==> src/rtl/rtc_rd_pkg.sv <==
package rtc_rd_pkg;
  localparam int BYTE_W    = 8;
  localparam int NUM_REGS  = 7;
  localparam logic [BYTE_W-1:0] READ_ADDR = 8'h00;

  typedef enum logic [1:0] {ST_IDLE, ST_PRE, ST_XFER, ST_POST} seq_st_e;

  typedef struct packed {
    logic [6:0]  sec;
    logic [6:0]  min;
    logic [5:0]  hour;
    logic [2:0]  wday;
    logic [5:0]  mday;
    logic [4:0]  mon;
    logic [11:0] year;
  } rtc_time_t;

  function automatic logic [7:0] bcd2bin(input logic [7:0] b);
    return 8'(b[7:4]) * 8'd10 + 8'(b[3:0]);
  endfunction
endpackage

==> src/rtl/spi_m3_byte.sv <==
module spi_m3_byte #(
  parameter int CLK_DIV = 84
) (
  input  logic       clk_i,
  input  logic       rst_ni,
  input  logic       go_i,
  input  logic [7:0] tx_i,
  input  logic       miso_i,
  output logic       sck_o,
  output logic       mosi_o,
  output logic [7:0] rx_o,
  output logic       done_o
);
  localparam int DIV_W = (CLK_DIV > 1) ? $clog2(CLK_DIV) : 1;

  logic             active_q;
  logic [DIV_W-1:0] cnt_q;
  logic [2:0]       bit_q;
  logic [6:0]       tx_sh_q;

  // each bit: low half (drive), rising edge (sample), high half
  always_ff @(posedge clk_i or negedge rst_ni) begin
    if (!rst_ni) begin
      active_q <= 1'b0;
      cnt_q    <= '0;
      bit_q    <= '0;
      tx_sh_q  <= '0;
      sck_o    <= 1'b1;
      mosi_o   <= 1'b0;
      rx_o     <= '0;
      done_o   <= 1'b0;
    end else begin
      done_o <= 1'b0;
      if (!active_q) begin
        if (go_i) begin
          active_q <= 1'b1;
          sck_o    <= 1'b0;
          mosi_o   <= tx_i[7];
          tx_sh_q  <= tx_i[6:0];
          cnt_q    <= '0;
          bit_q    <= '0;
        end
      end else if (cnt_q == DIV_W'(CLK_DIV - 1)) begin
        cnt_q <= '0;
        if (!sck_o) begin
          sck_o <= 1'b1;
          rx_o  <= {rx_o[6:0], miso_i};
        end else if (bit_q == 3'd7) begin
          active_q <= 1'b0;
          done_o   <= 1'b1;
        end else begin
          sck_o   <= 1'b0;
          bit_q   <= bit_q + 3'd1;
          mosi_o  <= tx_sh_q[6];
          tx_sh_q <= {tx_sh_q[5:0], 1'b0};
        end
      end else begin
        cnt_q <= cnt_q + DIV_W'(1);
      end
    end
  end
endmodule

==> src/rtl/rtc_burst_seq.sv <==
module rtc_burst_seq
  import rtc_rd_pkg::*;
#(
  parameter int SETTLE_CYC = 1000
) (
  input  logic                          clk_i,
  input  logic                          rst_ni,
  input  logic                          start_i,
  input  logic                          byte_done_i,
  input  logic [BYTE_W-1:0]             rx_i,
  output logic                          go_o,
  output logic [BYTE_W-1:0]             tx_o,
  output logic                          ce_o,
  output logic                          busy_o,
  output logic                          frame_done_o,
  output logic [NUM_REGS-1:0][BYTE_W-1:0] raw_o
);
  localparam int IDX_W = $clog2(NUM_REGS + 1);
  localparam int SET_W = (SETTLE_CYC > 1) ? $clog2(SETTLE_CYC) : 1;

  seq_st_e          st_q;
  logic [IDX_W-1:0] idx_q;   // 0 = address byte, then data bytes
  logic [SET_W-1:0] set_q;

  assign tx_o   = READ_ADDR;
  assign busy_o = (st_q != ST_IDLE);

  always_ff @(posedge clk_i or negedge rst_ni) begin
    if (!rst_ni) begin
      st_q         <= ST_IDLE;
      idx_q        <= '0;
      set_q        <= '0;
      go_o         <= 1'b0;
      ce_o         <= 1'b0;
      frame_done_o <= 1'b0;
      raw_o        <= '0;
    end else begin
      go_o         <= 1'b0;
      frame_done_o <= 1'b0;
      unique case (st_q)
        ST_IDLE: if (start_i) begin
          st_q  <= ST_PRE;
          ce_o  <= 1'b1;
          set_q <= '0;
        end
        ST_PRE: begin
          if (set_q == SET_W'(SETTLE_CYC - 1)) begin
            st_q  <= ST_XFER;
            idx_q <= '0;
            go_o  <= 1'b1;
          end else set_q <= set_q + SET_W'(1);
        end
        ST_XFER: if (byte_done_i) begin
          if (idx_q != '0) raw_o[idx_q - IDX_W'(1)] <= rx_i;
          if (idx_q == IDX_W'(NUM_REGS)) begin
            st_q  <= ST_POST;
            set_q <= '0;
          end else begin
            idx_q <= idx_q + IDX_W'(1);
            go_o  <= 1'b1;
          end
        end
        ST_POST: begin
          if (set_q == SET_W'(SETTLE_CYC - 1)) begin
            st_q         <= ST_IDLE;
            ce_o         <= 1'b0;
            frame_done_o <= 1'b1;
          end else set_q <= set_q + SET_W'(1);
        end
        default: st_q <= ST_IDLE;
      endcase
    end
  end
endmodule

==> src/rtl/rtc_time_decode.sv <==
module rtc_time_decode
  import rtc_rd_pkg::*;
(
  input  logic [NUM_REGS-1:0][BYTE_W-1:0] raw_i,
  output rtc_time_t                       time_o
);
  logic [7:0] hb, h12, h24;

  always_comb begin
    hb  = raw_i[2];
    h12 = bcd2bin(hb & 8'h1F);
    h24 = bcd2bin(hb & 8'h3F);
    time_o.sec  = 7'(bcd2bin(raw_i[0] & 8'h7F));
    time_o.min  = 7'(bcd2bin(raw_i[1] & 8'h7F));
    if (hb[6]) time_o.hour = hb[5] ? 6'(h12 + 8'd11) : 6'(h12 - 8'd1);
    else       time_o.hour = 6'(h24);
    time_o.wday = 3'(bcd2bin(raw_i[3] & 8'h07) - 8'd1);
    time_o.mday = 6'(bcd2bin(raw_i[4] & 8'h3F));
    time_o.mon  = 5'(bcd2bin(raw_i[5] & 8'h1F));
    time_o.year = 12'(bcd2bin(raw_i[6])) + 12'd2000;
  end
endmodule

==> src/rtl/spi_rtc_time_rd.sv <==
module spi_rtc_time_rd
  import rtc_rd_pkg::*;
#(
  parameter int CLK_DIV    = 84,
  parameter int SETTLE_CYC = 1000
) (
  input  logic        clk_i,
  input  logic        rst_ni,
  input  logic        start_i,
  input  logic        miso_i,
  output logic        ce_o,
  output logic        sck_o,
  output logic        mosi_o,
  output logic        busy_o,
  output logic        done_o,
  output logic [6:0]  sec_o,
  output logic [6:0]  min_o,
  output logic [5:0]  hour_o,
  output logic [2:0]  wday_o,
  output logic [5:0]  mday_o,
  output logic [4:0]  mon_o,
  output logic [11:0] year_o
);
  logic                          go, byte_done, frame_done;
  logic [BYTE_W-1:0]             tx, rx;
  logic [NUM_REGS-1:0][BYTE_W-1:0] raw;
  rtc_time_t                     dec, time_q;

  rtc_burst_seq #(.SETTLE_CYC(SETTLE_CYC)) u_seq (
    .clk_i(clk_i), .rst_ni(rst_ni), .start_i(start_i),
    .byte_done_i(byte_done), .rx_i(rx), .go_o(go), .tx_o(tx),
    .ce_o(ce_o), .busy_o(busy_o), .frame_done_o(frame_done), .raw_o(raw)
  );

  spi_m3_byte #(.CLK_DIV(CLK_DIV)) u_phy (
    .clk_i(clk_i), .rst_ni(rst_ni), .go_i(go), .tx_i(tx), .miso_i(miso_i),
    .sck_o(sck_o), .mosi_o(mosi_o), .rx_o(rx), .done_o(byte_done)
  );

  rtc_time_decode u_dec (.raw_i(raw), .time_o(dec));

  always_ff @(posedge clk_i or negedge rst_ni) begin
    if (!rst_ni) begin
      time_q <= '0;
      done_o <= 1'b0;
    end else begin
      done_o <= frame_done;
      if (frame_done) time_q <= dec;
    end
  end

  assign sec_o  = time_q.sec;
  assign min_o  = time_q.min;
  assign hour_o = time_q.hour;
  assign wday_o = time_q.wday;
  assign mday_o = time_q.mday;
  assign mon_o  = time_q.mon;
  assign year_o = time_q.year;
endmodule

==> config.mk <==
export PLATFORM = sky130hd
export DESIGN_NAME = spi_rtc_time_rd
export DESIGN_NICKNAME = d
export VERILOG_FILES = /design/src/rtl/rtc_rd_pkg.sv /design/src/rtl/spi_m3_byte.sv /design/src/rtl/rtc_burst_seq.sv /design/src/rtl/rtc_time_decode.sv /design/src/rtl/spi_rtc_time_rd.sv
export SDC_FILE = /design/constraint.sdc
export NUM_CORES = 1
export LEC_CHECK = 0
export ABC_AREA = 1
export ABC_CLOCK_PERIOD_IN_PS = 3300
export BUFFER_PORTS_ARGS = -buffer_cell sky130_fd_sc_hd__buf_2
export CAP_MARGIN = 20
export CELL_PAD_IN_SITES_DETAIL_PLACEMENT = 1
export CELL_PAD_IN_SITES_GLOBAL_PLACEMENT = 2
export CORE_ASPECT_RATIO = 1.2
export CORE_MARGIN = 1
export CORE_UTILIZATION = 37
export CTS_CLUSTER_SIZE = 12
export DETAILED_ROUTE_END_ITERATION = 8
export GPL_ROUTABILITY_DRIVEN = 0
export GPL_TIMING_DRIVEN = 0
export PLACE_DENSITY_LB_ADDON = 0.1
export SLEW_MARGIN = 5
export SYNTH_ARGS = -nofsm -noshare
export SYNTH_HDL_FRONTEND = slang
export SYNTH_SLANG_ARGS = --single-unit
==> constraint.sdc <==
create_clock -name clk_i -period 3.3 [get_ports clk_i]
set_clock_uncertainty 0.2 [all_clocks]
set_input_delay 0.66 -clock clk_i [delete_from_list [all_inputs] [get_ports clk_i]]
set_output_delay 0.66 -clock clk_i [all_outputs]
set_load 0.05 [all_outputs]
## Yosys cells after proc, flatten, opt, wreduce, memory -nomap -nowiden

Cells that the tools add are included.
Widths: inputs -> output; s select.

- Register bits: 150
- Output and inout port bits: 51
- Word-level logic and storage cells: 145

- $add $sub $neg: 16
- Multipliers: 7
- Order comparisons: 2
- Eq/ne operators: 17
- Mux-type cells: 57
- Bitwise operators: 1
- Reduce and logical (&&, ||, !) cells: 16

Operators with widths:

| cell | number |
|---|---|
| $bwmux 56 | 1 |
| $mux 7 | 7 |
| $mux 10 | 4 |
| $pmux 10 s3 | 1 |
| $demux 8 s3 | 1 |
| $mux 3 | 8 |
| $mux 1 | 23 |
| $add 6x4->6 | 3 |
| $add 7x4->7 | 2 |
| $add 8x11->12 const B | 1 |
| $mul 3x3->6 const B | 2 |
| $mux 6 | 2 |
| $reduce_and 4->1 | 3 |
| $add 10x1->10 const B | 1 |
| $eq 10x10->1 const B | 1 |
| $mul 2x3->5 const B | 2 |
| $mux 2 | 5 |
| $ne 2x1->1 const B | 5 |
| $ne 2x2->1 const B | 5 |
| $reduce_and 3->1 | 3 |
| $add 8x4->8 | 1 |
| $mul 1x3->4 const B | 2 |
| $mux 8 | 1 |
| $pmux 2 s4 | 1 |
| 23 further kinds | 31 |

## Depth between registers and ports, before layout

- Depth after elaboration: 6
- Mapped depth: 14
- Gate-level depth less buffers: 14

## Modules after synthesis

From an unflattened synthesis, not the netlist that was laid out.

- Cell total of the unflattened synthesis: 946
- Area, all modules: 8152.8 um2

By module, submodules not included:

| module | times used | cells each | area an instance (um2) | seq. area each (um2) |
|---|---|---|---|---|
| rtc_burst_seq | 1 | 369 | 3432.0 | 1851.8 |
| spi_rtc_time_rd | 1 | 195 | 1814.2 | 1176.1 |
| spi_m3_byte | 1 | 178 | 1511.4 | 726.9 |
| rtc_time_decode | 1 | 204 | 1395.1 | 0.0 |

## Least setup slack after synthesis

Ideal clock, no wire load.

- Path type: reg2reg
- Start: register u_seq.raw_o[53] in the netlist's numbering
- End: register time_q, in the netlist year_o[6]
- Arrival time: 2.158 ns
- Slack: 0.819 ns
- Stages on the path, launching flop included: 14
- Path through: dfrtp_1 -> ha_1 -> ha_1 -> fa_1 -> nand2_1 -> inv_1 -> nand2_1 -> nand2_1 -> inv_1 -> ha_1 -> inv_1 -> nor2_1 -> o21ai_0 -> nand2_1

- Cells in the longest elaborated chain, start to end: 3

RTL lines:

| what | line | source |
|---|---|---|
| start, declared | rtc_burst_seq.sv:16 | `output logic [NUM_REGS-1:0][BYTE_W-1:0] raw_o` |
| start signal, assigned by index | rtc_burst_seq.sv:54 | `if (idx_q != '0) raw_o[idx_q - IDX_W'(1)] <= rx_i;` |
| $mul 4x3->7 | rtc_rd_pkg.sv:19 | `return 8'(b[7:4]) * 8'd10 + 8'(b[3:0]);` |
| $add 8x4->8 | rtc_rd_pkg.sv:19 |  |
| $add 8x11->12 | rtc_time_decode.sv:20 | `time_o.year = 12'(bcd2bin(raw_i[6])) + 12'd2000;` |
| end signal, assigned | spi_rtc_time_rd.sv:44 | `time_q <= '0;` |
| end signal, assigned | spi_rtc_time_rd.sv:48 | `if (frame_done) time_q <= dec;` |
| end, declared | spi_rtc_time_rd.sv:27 | `rtc_time_t dec, time_q;` |

No other way between the ends.
A chain may end at the register's enable or synchronous reset.

## Worst setup path after layout

Same ends and word-level chain as after synthesis.

==> summary.md <==
The flow ran to the end, and the final reports show no timing, DRC or antenna violations. The average detailed-routed wire length per instance is 15.2 µm, and the data required time of the critical path is 3.40 ns. After routing, the total negative slack on setup checks comes to 0 ns. The core footprint was 0.0174 mm²; the final worst hold slack was 0.202 ns. For this run, the leading register cell type out of synthesis is dfrtp_1. In the synthesized netlist, the cells that appear most often are nand2_1, dfrtp_1, o21ai_0. The fmax came out at 372 MHz. By area the synthesized netlist is led by dfrtp_1, nand2_1, ha_1, o21ai_0, inv_1. The total setup buffers inserted after CTS was 0. The final count of hold timing violations is 0, and the width of the die is 124 µm. The logs give 1036 for the number of cells after detailed placement and 0.00657 mm² for the netlist area before placement. For this design the static power due to leakage is 3.94 nW. Entering global routing, the biggest net connects 88 pins. By area, the combinational part of the netlist is dominated by simple AND/OR/NAND/NOR gates. The synthesized-area fraction occupied by and/or/nand/nor cells works out to 21.4%. The multiplexer share of the synthesized area was 0%; the xor and xnor area share after synthesis was 2.80%. The post-route standard cell area excluding fillers was 0.00772 mm²; the final worst setup slack was 0.613 ns.

The synthesized netlist devotes 10.8% of its cell area to adder and majority cells. The number of nets still failing antenna checks after routing is 0. During synthesis, Yosys emitted a total of 0 warnings. The worst vdd rail ir drop came out at 418 µV. The synthesized netlist devotes 9.66% of its cell area to compound gates. STA classifies the critical path endpoint as a flip-flop. For the global routing met1 resource utilization, the log shows 23.8%. Along the worst path, the maximum fanout reaches 4. The async set or reset register ratio after synthesis is 100%. After global routing, the most crowded layer is met2. Cells fill 44.3% of the core in the end.

Standard-cell row count: 53. The initial antenna violation count was 0. At the pin with the least slew margin, the transition time is 0.744 ns.

The first TritonRoute pass finished after 4 iterations. The type of origin of the critical path was a flip-flop. Headroom to the max-slew limit came out at 50.4%. Post-synthesis to final-layout area growth: 17.6%. The logs give 34.2% for the global-route track usage on met2 and 2.79 ns for the signal arrival time at the worst endpoint. Using the TritonRoute via totals, the vias-per-cell ratio works out to 4.92. The effective utilization at floorplan came out at 37.6%.

For this run, design rule violations remaining after detail routing come to 0. Total placed instance area: 0.00714 mm². The largest total area in the synthesized netlist belongs to dfrtp_1.

For hold timing, the worst endpoint is done_o. The number of different library cells in the post-synthesis netlist came out at 38. After clock tree synthesis, the clock-pin slew on the worst setup and hold paths is 0.06 ns. The number of buffers added on ports came out at 53.

The startpoint identified for the worst register-to-register timing path is u_seq.raw_o[53]. A synthesized cell averages 8.62 µm². Yosys mapped a number of flops with a built-in enable equal to 0. The worst hold path depth was 0; the instance count of the mapped netlist was 762.

The worst hold path belongs to the class reg -> reg. Synthesis inferred 128 register bits. Cell depth of the worst flop-to-flop path: 13. Wires add up to 16200 µm. The HPWL after detailed placement is 11900 µm, and the vertical die dimension is 148 µm. The floorplan step defined a die boundary enclosing 0.0183 mm². The tools report the worst flop-to-flop path endpoint as year_o[6].

In this run the power density over the cells is 531 mW/mm². The final critical delay including setup and external delays was 2.69 ns. Dividing the final minimum period by the clock period gives 81.4%. For the source-to-sink clock delay at the later pin of the worst-skew pair, the log shows 0.42 ns. The tools report the clock sink count as 128.

Worst hold path startpoint: u_seq.frame_done_o. The tools report the number of I/O pins as 55. The kind of critical path was reg -> reg. Via count of the first global-routing pass: 5620.

The finished layout holds 1069 standard cells, fillers aside. The count of final max-slew check failures is 0. The final layout contains 893 nets. The post-route netlist has 12.4% of its cells at a drive strength greater than 1.

CTS built an H-tree with a depth of 4. The pre-CTS worst setup slack came out at 0.598 ns. In the post-synthesis netlist, the cell with the most instances is nand2_1. The combined global-route utilization of all metal layers was 19.6%; the area share of the largest cell type after synthesis was 48.4%. The share of the Yosys chip area taken by registers is 48.8%. TritonCTS created 17 clock buffers.

The first global-routing pass estimated 27400 µm of wire. Detailed-route via count: 5261. The logs give 0 for the diode insertion count for antenna repair and 2 for the maximum count of clock buffers along a single path. Setup repair after global routing left no endpoint under its margin. The number of nets handed over by synthesis was 819.

The root buffer cell chosen for the clock tree is clkbuf_16. For met3 alone, demand over resource in global routing was 3.74%. The run gives 0.61 ns as the internal reg-to-reg setup slack. The logs give 0 for the total setup violations reported at the end of the flow and 0 for the number of max-capacitance violations reported. After global routing the overflow that remains totals 0.

After layout, the design draws a total of 4.10 mW. TritonCTS built the clock tree. In this run, the number of DRC markers left after iteration 0 of detailed routing was 149.
## routing by layer
metal / part of all wire [%] / wire length (µm) / up-vias
met5: 0 / 0 / -
met4: 1.4 / 226 / 0
met3: 1.9 / 311 / 23
met2: 50 / 8190 / 60
met1: 46 / 7500 / 2565
li1: - / - / 2613
## sequential cells by signal, summed over array words and instances (netlist names)
register,flops
year_o,11
u_phy.done_o,1
u_seq.ce_o,1
u_seq.idx_q,3
sec_o,7
wday_o,3
mon_o,5
hour_o,6
u_phy.bit_q,3
u_seq.set_q,10
u_seq.raw_o,43
u_seq.st_q,2
done_o,1
u_phy.rx_o,8
mday_o,6
u_phy.sck_o,1
u_phy.cnt_q,7
u_seq.go_o,1
u_seq.frame_done_o,1
min_o,7
u_phy.active_q,1
## final cells by class
type	instances	area, µm²
Fill cell	2066	9720
Sequential cell	128	3200
Multi-Input combinational cell	535	2940
Clock buffer	25	485
Timing Repair Buffer	55	309
Inverter	80	300
Tap cell	220	275
Buffer	19	125
Clock inverter	7	85.1
## layout by cell type, fill, tap and decap left out, types with 5 or more instances in the layout
master     instances
nand2_1          235
dfrtp_1          127
o21ai_0           84
inv_1             77
buf_2             53
ha_1              47
nand3_1           41
nor2_1            38
clkbuf_16         17
clkbuf_1          15
a21oi_1           14
xor2_1            14
o21ai_1           10
nand4_1            8
buf_6              7
xnor2_1            7
fa_1               6
nor3_1             5
clkinv_2           5
## worst max-delay path: stages (launching register included)
cell	delay [ns]
dfrtp_1	0.44
ha_1	0.34
ha_1	0.20
fa_1	0.50
nand2_1	0.08
inv_1	0.11
nand2_1	0.09
nand2_1	0.07
inv_1	0.05
ha_1	0.19
inv_1	0.06
nor2_1	0.03
o21ai_0	0.15
nand2_1	0.07
## cell families after synthesis
family | count (synthesis)
and+or+nand+nor | 340
DFF | 128
adders and majority gates | 53
AOI/OAI and AO/OA | 120
xor gates and xnor gates | 21
buffers and inverters | 99
other | 1
## worst max-delay path by stage
stage / startpoint / to / slack (ns) / depth (start not counted)
after floorplan: u_seq.raw_o[53] / year_o[6] / 0.82 / 13
after global placement: rst_ni / u_phy.cnt_q[4] / -0.39 / 1
after detailed placement: u_seq.raw_o[53] / year_o[6] / 0.60 / 13
after CTS: u_seq.raw_o[53] / year_o[6] / 0.59 / 13
after global routing: u_seq.raw_o[53] / year_o[6] / 0.36 / 13
final: u_seq.raw_o[53] / year_o[6] / 0.61 / 13
## power breakdown
part | leakage [nW] | internal [mW] | switching [mW]
registers | 1.77 | 1.62 | 0.0423
clock network | 0.285 | 1.17 | 0.678
logic | 1.88 | 0.167 | 0.427
total | 3.94 | 2.95 | 1.15
## what timing repair did
item                      4_1_cts  5_1_grt
hold endpoints to repair       41        0
hold buffers                    1        0
gates resized for setup         0        0
No activity file was read; power rests on OpenSTA's default activity.
